==> src/rtl/decim_pkg.sv <==
package decim_pkg;

  // Holding register codes seen on viewSel
  typedef enum logic [1:0] {
    VIEW_MIN  = 2'd0,
    VIEW_MAX  = 2'd1,
    VIEW_SUMA = 2'd2,
    VIEW_SUMB = 2'd3
  } view_e;

  localparam int VIEW_N = 4;

  // Strobes from the control to the datapath
  typedef struct packed {
    logic loadFirst;   // load min/max directly, restart sums
    logic accumulate;  // compare and add
    logic snap;        // copy running words into holding registers
    logic passThru;    // output forwards packed input
  } strobe_t;

endpackage

==> src/rtl/decim_ctrl.sv <==
module decim_ctrl
  import decim_pkg::*;
(
  input  logic    clk,
  input  logic    rstN,
  input  logic    accEn,
  input  logic    startIntvl,
  input  logic    latchEn,
  input  logic    passMode,
  output strobe_t strb
);

  logic enR;
  logic startR;
  logic fresh;

  // Enable and start travel alongside the sample capture register
  always_ff @(posedge clk or negedge rstN) begin
    if (!rstN) begin
      enR    <= 1'b0;
      startR <= 1'b0;
      fresh  <= 1'b1;
    end else begin
      enR    <= accEn;
      startR <= startIntvl;
      if (enR)         fresh <= 1'b0;
      else if (startR) fresh <= 1'b1;
    end
  end

  always_comb begin
    strb.loadFirst  = enR && (fresh || startR);
    strb.accumulate = enR && !(fresh || startR);
    strb.snap       = latchEn;
    strb.passThru   = passMode;
  end

  // once an enabled sample has been taken, a direct load needs a new start
  assert_reload_needs_start_R10: assert property (@(posedge clk) disable iff (!rstN)
    enR |=> (!strb.loadFirst || startR));

endmodule

==> src/rtl/decim_dp.sv <==
module decim_dp
  import decim_pkg::*;
#(
  parameter int SMP_W  = 10,
  parameter int DIG_W  = 32,
  parameter int SUM_W  = 36,
  parameter int CH_N   = 4,
  parameter int WORD_W = DIG_W + CH_N * SMP_W,
  parameter int LANES  = WORD_W / 8,
  parameter int LANE_W = $clog2(LANES)
) (
  input  logic                          clk,
  input  logic                          rstN,
  input  logic [CH_N-1:0][SMP_W-1:0]    chanIn,
  input  logic [DIG_W-1:0]              digIn,
  input  strobe_t                       strb,
  input  logic [1:0]                    viewSel,
  input  logic [LANE_W-1:0]             laneIdx,
  output logic [WORD_W-1:0]             memWord,
  output logic [7:0]                    mcuByte
);

  localparam int PAIR_W = 2 * SUM_W;
  localparam int PAIRS  = CH_N / 2;

  logic [CH_N-1:0][SMP_W-1:0] chanR;
  logic [DIG_W-1:0]           digR;
  logic [CH_N*SMP_W-1:0]      minAll;
  logic [CH_N*SMP_W-1:0]      maxAll;
  logic [CH_N*SUM_W-1:0]      sumAll;
  logic [DIG_W-1:0]           digAnd;
  logic [DIG_W-1:0]           digOr;
  logic [WORD_W-1:0]          runW  [VIEW_N];
  logic [WORD_W-1:0]          holdW [VIEW_N];

  // Sample capture stage
  always_ff @(posedge clk or negedge rstN) begin
    if (!rstN) begin
      chanR <= '0;
      digR  <= '0;
    end else begin
      chanR <= chanIn;
      digR  <= digIn;
    end
  end

  // Per-channel min, max and running sum
  for (genvar c = 0; c < CH_N; c++) begin : g_ch
    logic signed [SMP_W-1:0] cur;
    logic signed [SMP_W-1:0] minQ;
    logic signed [SMP_W-1:0] maxQ;
    logic        [SUM_W-1:0] sumQ;
    logic        [SUM_W-1:0] curExt;

    assign cur    = chanR[c];
    assign curExt = {{(SUM_W-SMP_W){cur[SMP_W-1]}}, cur};

    always_ff @(posedge clk or negedge rstN) begin
      if (!rstN) begin
        minQ <= '0;
        maxQ <= '0;
        sumQ <= '0;
      end else if (strb.loadFirst) begin
        minQ <= cur;
        maxQ <= cur;
        sumQ <= curExt;
      end else if (strb.accumulate) begin
        if (cur < minQ) minQ <= cur;
        if (cur > maxQ) maxQ <= cur;
        sumQ <= sumQ + curExt;
      end
    end

    assign minAll[c*SMP_W +: SMP_W] = minQ;
    assign maxAll[c*SMP_W +: SMP_W] = maxQ;
    assign sumAll[c*SUM_W +: SUM_W] = sumQ;

    // the running minimum never exceeds the running maximum
    assert_min_not_above_max_R2: assert property (@(posedge clk) disable iff (!rstN)
      minQ <= maxQ);
  end

  // Digital channel: AND for "min", OR for "max"
  always_ff @(posedge clk or negedge rstN) begin
    if (!rstN) begin
      digAnd <= '0;
      digOr  <= '0;
    end else if (strb.loadFirst) begin
      digAnd <= digR;
      digOr  <= digR;
    end else if (strb.accumulate) begin
      digAnd <= digAnd & digR;
      digOr  <= digOr | digR;
    end
  end

  // Running words in output layout
  always_comb begin
    runW[VIEW_MIN] = {digAnd, minAll};
    runW[VIEW_MAX] = {digOr, maxAll};
    for (int p = 0; p < PAIRS; p++) begin
      runW[VIEW_SUMA + p] = WORD_W'(sumAll[p*PAIR_W +: PAIR_W]);
    end
  end

  // Holding registers
  always_ff @(posedge clk or negedge rstN) begin
    if (!rstN) begin
      for (int v = 0; v < VIEW_N; v++) holdW[v] <= '0;
    end else if (strb.snap) begin
      for (int v = 0; v < VIEW_N; v++) holdW[v] <= runW[v];
    end
  end

  // Output register
  always_ff @(posedge clk or negedge rstN) begin
    if (!rstN)              memWord <= '0;
    else if (strb.passThru) memWord <= {digR, chanR};
    else                    memWord <= holdW[viewSel];
  end

  // Byte lane pick for the narrow port
  always_comb begin
    mcuByte = '0;
    for (int k = 0; k < LANES; k++) begin
      if (laneIdx == LANE_W'(k)) mcuByte = memWord[k*8 +: 8];
    end
  end

  // AND of the interval is always a subset of its OR
  assert_and_within_or_R4: assert property (@(posedge clk) disable iff (!rstN)
    (digAnd & ~digOr) == '0);

  // without a snap, every holding register keeps its value
  assert_hold_kept_R6: assert property (@(posedge clk) disable iff (!rstN)
    !strb.snap |=> ($stable(holdW[0]) && $stable(holdW[1]) &&
                    $stable(holdW[2]) && $stable(holdW[3])));

  // no update strobe means the digital accumulators do not move
  assert_gated_no_change_R9: assert property (@(posedge clk) disable iff (!rstN)
    !(strb.loadFirst || strb.accumulate) |=> ($stable(digAnd) && $stable(digOr)));

endmodule

==> src/rtl/minmax_decimator.sv <==
module minmax_decimator
  import decim_pkg::*;
#(
  parameter int SMP_W = 10,
  parameter int DIG_W = 32,
  parameter int SUM_W = 36,
  parameter int CH_N  = 4,
  localparam int WORD_W = DIG_W + CH_N * SMP_W,
  localparam int LANES  = WORD_W / 8,
  localparam int LANE_W = $clog2(LANES)
) (
  input  logic                    clk,
  input  logic                    rstN,
  input  logic [CH_N*SMP_W-1:0]   chanIn,
  input  logic [DIG_W-1:0]        digIn,
  input  logic                    passMode,
  input  logic                    accEn,
  input  logic                    startIntvl,
  input  logic                    latchEn,
  input  logic [1:0]              viewSel,
  input  logic [LANE_W-1:0]       laneIdx,
  output logic [WORD_W-1:0]       memWord,
  output logic [7:0]              mcuByte
);

  strobe_t strb;

  decim_ctrl u_ctrl (
    .clk        (clk),
    .rstN       (rstN),
    .accEn      (accEn),
    .startIntvl (startIntvl),
    .latchEn    (latchEn),
    .passMode   (passMode),
    .strb       (strb)
  );

  decim_dp #(
    .SMP_W (SMP_W),
    .DIG_W (DIG_W),
    .SUM_W (SUM_W),
    .CH_N  (CH_N)
  ) u_dp (
    .clk     (clk),
    .rstN    (rstN),
    .chanIn  (chanIn),
    .digIn   (digIn),
    .strb    (strb),
    .viewSel (viewSel),
    .laneIdx (laneIdx),
    .memWord (memWord),
    .mcuByte (mcuByte)
  );

  // Edges since reset, saturating; bounds the look-back of the latency check
  logic [1:0] upCnt;
  always_ff @(posedge clk or negedge rstN) begin
    if (!rstN)              upCnt <= '0;
    else if (upCnt != 2'd3) upCnt <= upCnt + 2'd1;
  end

  // forwarded word is the input from two edges back
  assert_pass_latency_R1: assert property (@(posedge clk) disable iff (!rstN)
    (upCnt == 2'd3 && $past(passMode)) |-> memWord == $past({digIn, chanIn}, 2));

  // lane indices past the last byte read zero
  assert_lane_blank_R8: assert property (@(posedge clk) disable iff (!rstN)
    (laneIdx >= LANE_W'(LANES)) |-> mcuByte == 8'd0);

endmodule

==> config.mk <==
export PLATFORM = sky130hd
export DESIGN_NAME = minmax_decimator
export DESIGN_NICKNAME = d
export VERILOG_FILES = /design/src/rtl/decim_pkg.sv /design/src/rtl/decim_ctrl.sv /design/src/rtl/decim_dp.sv /design/src/rtl/minmax_decimator.sv
export SDC_FILE = /design/constraint.sdc
export NUM_CORES = 1
export LEC_CHECK = 0
export BUFFER_PORTS_ARGS = -buffer_cell sky130_fd_sc_hd__buf_2
export CORE_MARGIN = 1
export CORE_UTILIZATION = 60
export CTS_CLUSTER_DIAMETER = 80
export DETAILED_ROUTE_END_ITERATION = 10
export PLACE_DENSITY = 0.85
export SYNTH_ARGS = -nofsm -noshare
export SYNTH_HDL_FRONTEND = slang
export SYNTH_SLANG_ARGS = --single-unit
==> constraint.sdc <==
create_clock -name clk -period 6 [get_ports clk]
set_input_delay 0.3 -clock clk [delete_from_list [all_inputs] [get_ports clk]]
set_output_delay 0.3 -clock clk [all_outputs]
set_load 0.02 [all_outputs]
==> results_dict.tcl <==
set metrics [dict create \
    routed_via_density 6.62 \
    cp_data_arrival_time_ns 4.42 \
    drt-pass1-iter-count 6 \
    p_comb_frac 0.288 \
    cp-startpoint "u_dp.g_ch[0].cur[0]" \
    async_reset_ff_frac 1.00 \
    min_period_over_period 0.654 \
    critical_path_class "reg2reg" \
    layout_commonest_cell "dfrtp_1" \
    area_growth_pct 12.6 \
    clock_sinks 723 \
    ir_drop_mv 0.221 \
    fin_setup_tns_ns 0 \
    postCtsHoldBufs 75 \
    seq_area_um2 18100 \
    dieHeight_um 254 \
    switching_share 0.332 \
    clkTransAtPathRegs_ns 0.07 \
    ys_warn_count 0 \
    place_ws_ns 2.30 \
    tritoncts "done" \
    drt_iter0_markers 3147 \
    outcome "finished, final reports clean" \
    maxCapViolCount 0 \
    start_kind "flip-flop" \
    power_density_nw_per_um2 379 \
    min_period_ns 3.92 \
    multi_input_area_um2 18900 \
    grt_pass1_wl_mm 169 \
    drc 0 \
    num_vias 28600 \
    ant_nets 0 \
    setup_violations 0 \
    grt_pass1_vias 28800 \
    clk_latency_ns 0.63 \
    p_seq_frac 0.419 \
    grt_max_degree 176 \
    drive_gt1_frac 0.252 \
    p_sw_mw 5.41 \
    core_area_um2 63000 \
    max_freq_ghz 0.255 \
    ys_types 92 \
    numCtsBuffers 72 \
    synth_area_um2 38100 \
    required_ns 6.50 \
    post-route-worst-setup-slack_ns 2.08 \
    critPathSlowestCell "dfrtp_1" \
    antenna_found_initial 10 \
    grt_overflow 0 \
    r2r-start "u_dp.g_ch[0].cur[0]" \
    avgSynthCellArea_um2 11.8 \
    wl_per_cell_um 25.4 \
    cts_resized 0 \
    hp-start "latchEn" \
    crit_path_end_kind "flip-flop" \
    power.leakage_nw 19.2 \
    ys_ff_latch 723 \
    slew_violations 0 \
    clkPwrFrac 0.293 \
    min_path_type "in2reg" \
    slew_headroom 0.222 \
    syn_nets 3542 \
    final_nets 3719 \
    synth-edff-count 0 \
    cts_buffer_depth 3 \
    crit_path_max_fanout 7 \
    num_io_pins 164 \
    whs_ns 0.302 \
    rows 92 \
    start_util 0.606 \
    ys_seq_area_frac 0.475 \
    cp_cell_sequence "ha_1, inv_1, fa_1, nor2b_1, o21ai_0, a21oi_1, o21ai_2, o31ai_1, a21oi_1, o31a_1, o21ai_0, mux2i_1, a221o_1" \
    drt-total-wl_mm 110 \
    rsz0062_at_grt "false" \
    postCtsSetupRepairBufs 0 \
    dieArea_um2 64600 \
    internal_power_mw 10.9 \
    cts-root-buf "clkbuf_16" \
    slowest_delay_ns 0.51 \
    skew_ns 0.0310 \
    num-fill-cells 4018 \
    grt_usage 0.343 \
    synth_cells 3238 \
    layout_common_cells "dfrtp_1 (721), mux2_2 (401), a21oi_1 (294)" \
    port_buffers 163 \
    die_w_um 254 \
    place.gp.congestion 1.01 \
    ys.flop_type "dfrtp_1" \
    h-tree-depth 3 \
    hpwlAfterDp_mm 69.1 \
    hold_viol_final 0 \
    worst_pin_slew_ns 1.16 \
]
sequential cells by signal, indices dropped and copies added, names as in the netlist, 32 cells and up:
register and cells:
u_dp.g_ch.minQ 40, u_dp.holdW 288, u_dp.memWord 72, u_dp.digOr 32, u_dp.g_ch.maxQ 40, u_dp.g_ch.cur 40
u_dp.g_ch.sumQ 144, u_dp.digR 32, u_dp.digAnd 32
final cells by class:
cell class	instances	area share
multi-input cells	2221	0.441
flip-flops and latches	723	0.421
clock buffers	104	0.0492
repair buffers	267	0.0439
well taps	846	0.0247
inverters	130	0.0114
clock inverters	24	0.00816
diodes	2	0.000117
layer usage:
metal | vias up | global-route usage | share of wire
met5 | - | 0 | 0.00078
met4 | 10 | 0.208 | 0.063
met1 | 14200 | 0.438 | 0.38
li1 | 12200 | - | -
met2 | 1638 | 0.522 | 0.45
met3 | 455 | 0.0963 | 0.10
critical path: cells and delay by family (launching register included):
kind	cells	cell delay, ns
AOI/OAI and AO/OA	8	2.29
adders and majority gates	2	0.63
DFF	1	0.51
and+or+nand+nor	1	0.17
muxes	1	0.13
buffers and inverters	1	0.07
cells in the mapped netlist, types with 5 or more instances:
cell	number	area, um2
a2111oi_4	6	165
a211oi_1	28	210
a21o_1	110	826
a21oi_1	294	1470
a221o_1	13	130
a22o_1	34	298
a311oi_1	7	61.3
a31oi_1	29	181
and2_1	8	50.1
and3_1	20	125
buf_1	27	101
buf_2	6	30.0
clkbuf_1	129	484
dfrtp_1	722	18100
ha_1	216	2700
inv_1	130	488
mux2_2	401	4520
mux2_4	36	541
mux2i_1	29	290
mux4_2	80	1800
nand2_1	111	417
nand2b_1	27	169
nand3_1	37	185
nand4_1	29	181
nor2_1	217	815
nor2b_1	25	156
nor3_1	22	110
nor3b_1	5	37.5
o211ai_1	9	67.6
o21a_1	30	225
o21ai_0	96	480
o21ai_1	9	45.0
o21bai_1	11	82.6
o221ai_1	14	123
o22a_1	36	315
o22ai_1	9	56.3
o31ai_1	8	60.1
or2_2	6	37.5
or3_1	12	75.1
xnor2_1	63	552
xor2_1	44	385
cells by family (layout without fill, tap and decap cells):
kind of cell / count (synthesis) / after routing / synth area share
AO/OA/AOI/OAI: 802 / 802 / 0.143
XOR/XNOR: 107 / 107 / 0.0246
adder cells (fa/ha/maj): 220 / 220 / 0.0730
buffers and inverters: 294 / 525 / 0.0294
flip-flops: 723 / 723 / 0.475
multiplexers: 547 / 547 / 0.188
other: 0 / 2 / 0
AND/OR/NAND/NOR: 545 / 545 / 0.0673
final timing paths:
check                                              to  depth (start not counted)  slack, ns
worst max-delay path            u_dp.g_ch[0].sumQ[32]                         13       2.08
min in group asynchronous                u_dp.digR[8]                          2       0.41
max in group asynchronous              u_dp.holdW[13]                          3       4.03
worst max register to register  u_dp.g_ch[0].sumQ[32]                         13       2.08
worst min register to register          u_dp.digOr[3]                          1       0.50
worst min-delay path                  u_dp.holdW[250]                          2       0.30
power groups by stage:
stage                     Combinational, mW  Sequential (mW)  Clock (mW)
after CTS                              4.58             6.72        4.75
after global routing                   5.08             6.87        4.95
after detailed placement               4.45             6.77           0
final                                  4.69             6.81        4.76
after floorplan                        3.34             6.46           0
after global placement                 4.30             6.71           0
stage by stage:
| step | power [mW] | util | instances | area [um2] |
|---|---|---|---|---|
| after floorplan | 9.80 | - | 3238 | 38100 |
| after global placement | 11.0 | 0.631 | 4112 | 39700 |
| after detailed placement | 11.2 | 0.631 | 4112 | 39700 |
| after CTS | 16.1 | 0.682 | 4315 | 42900 |
| after global routing | 16.9 | 0.682 | 4315 | 42900 |
| final | 16.3 | 0.682 | 4317 | 42900 |
Power figures use the tool's default switching activity.
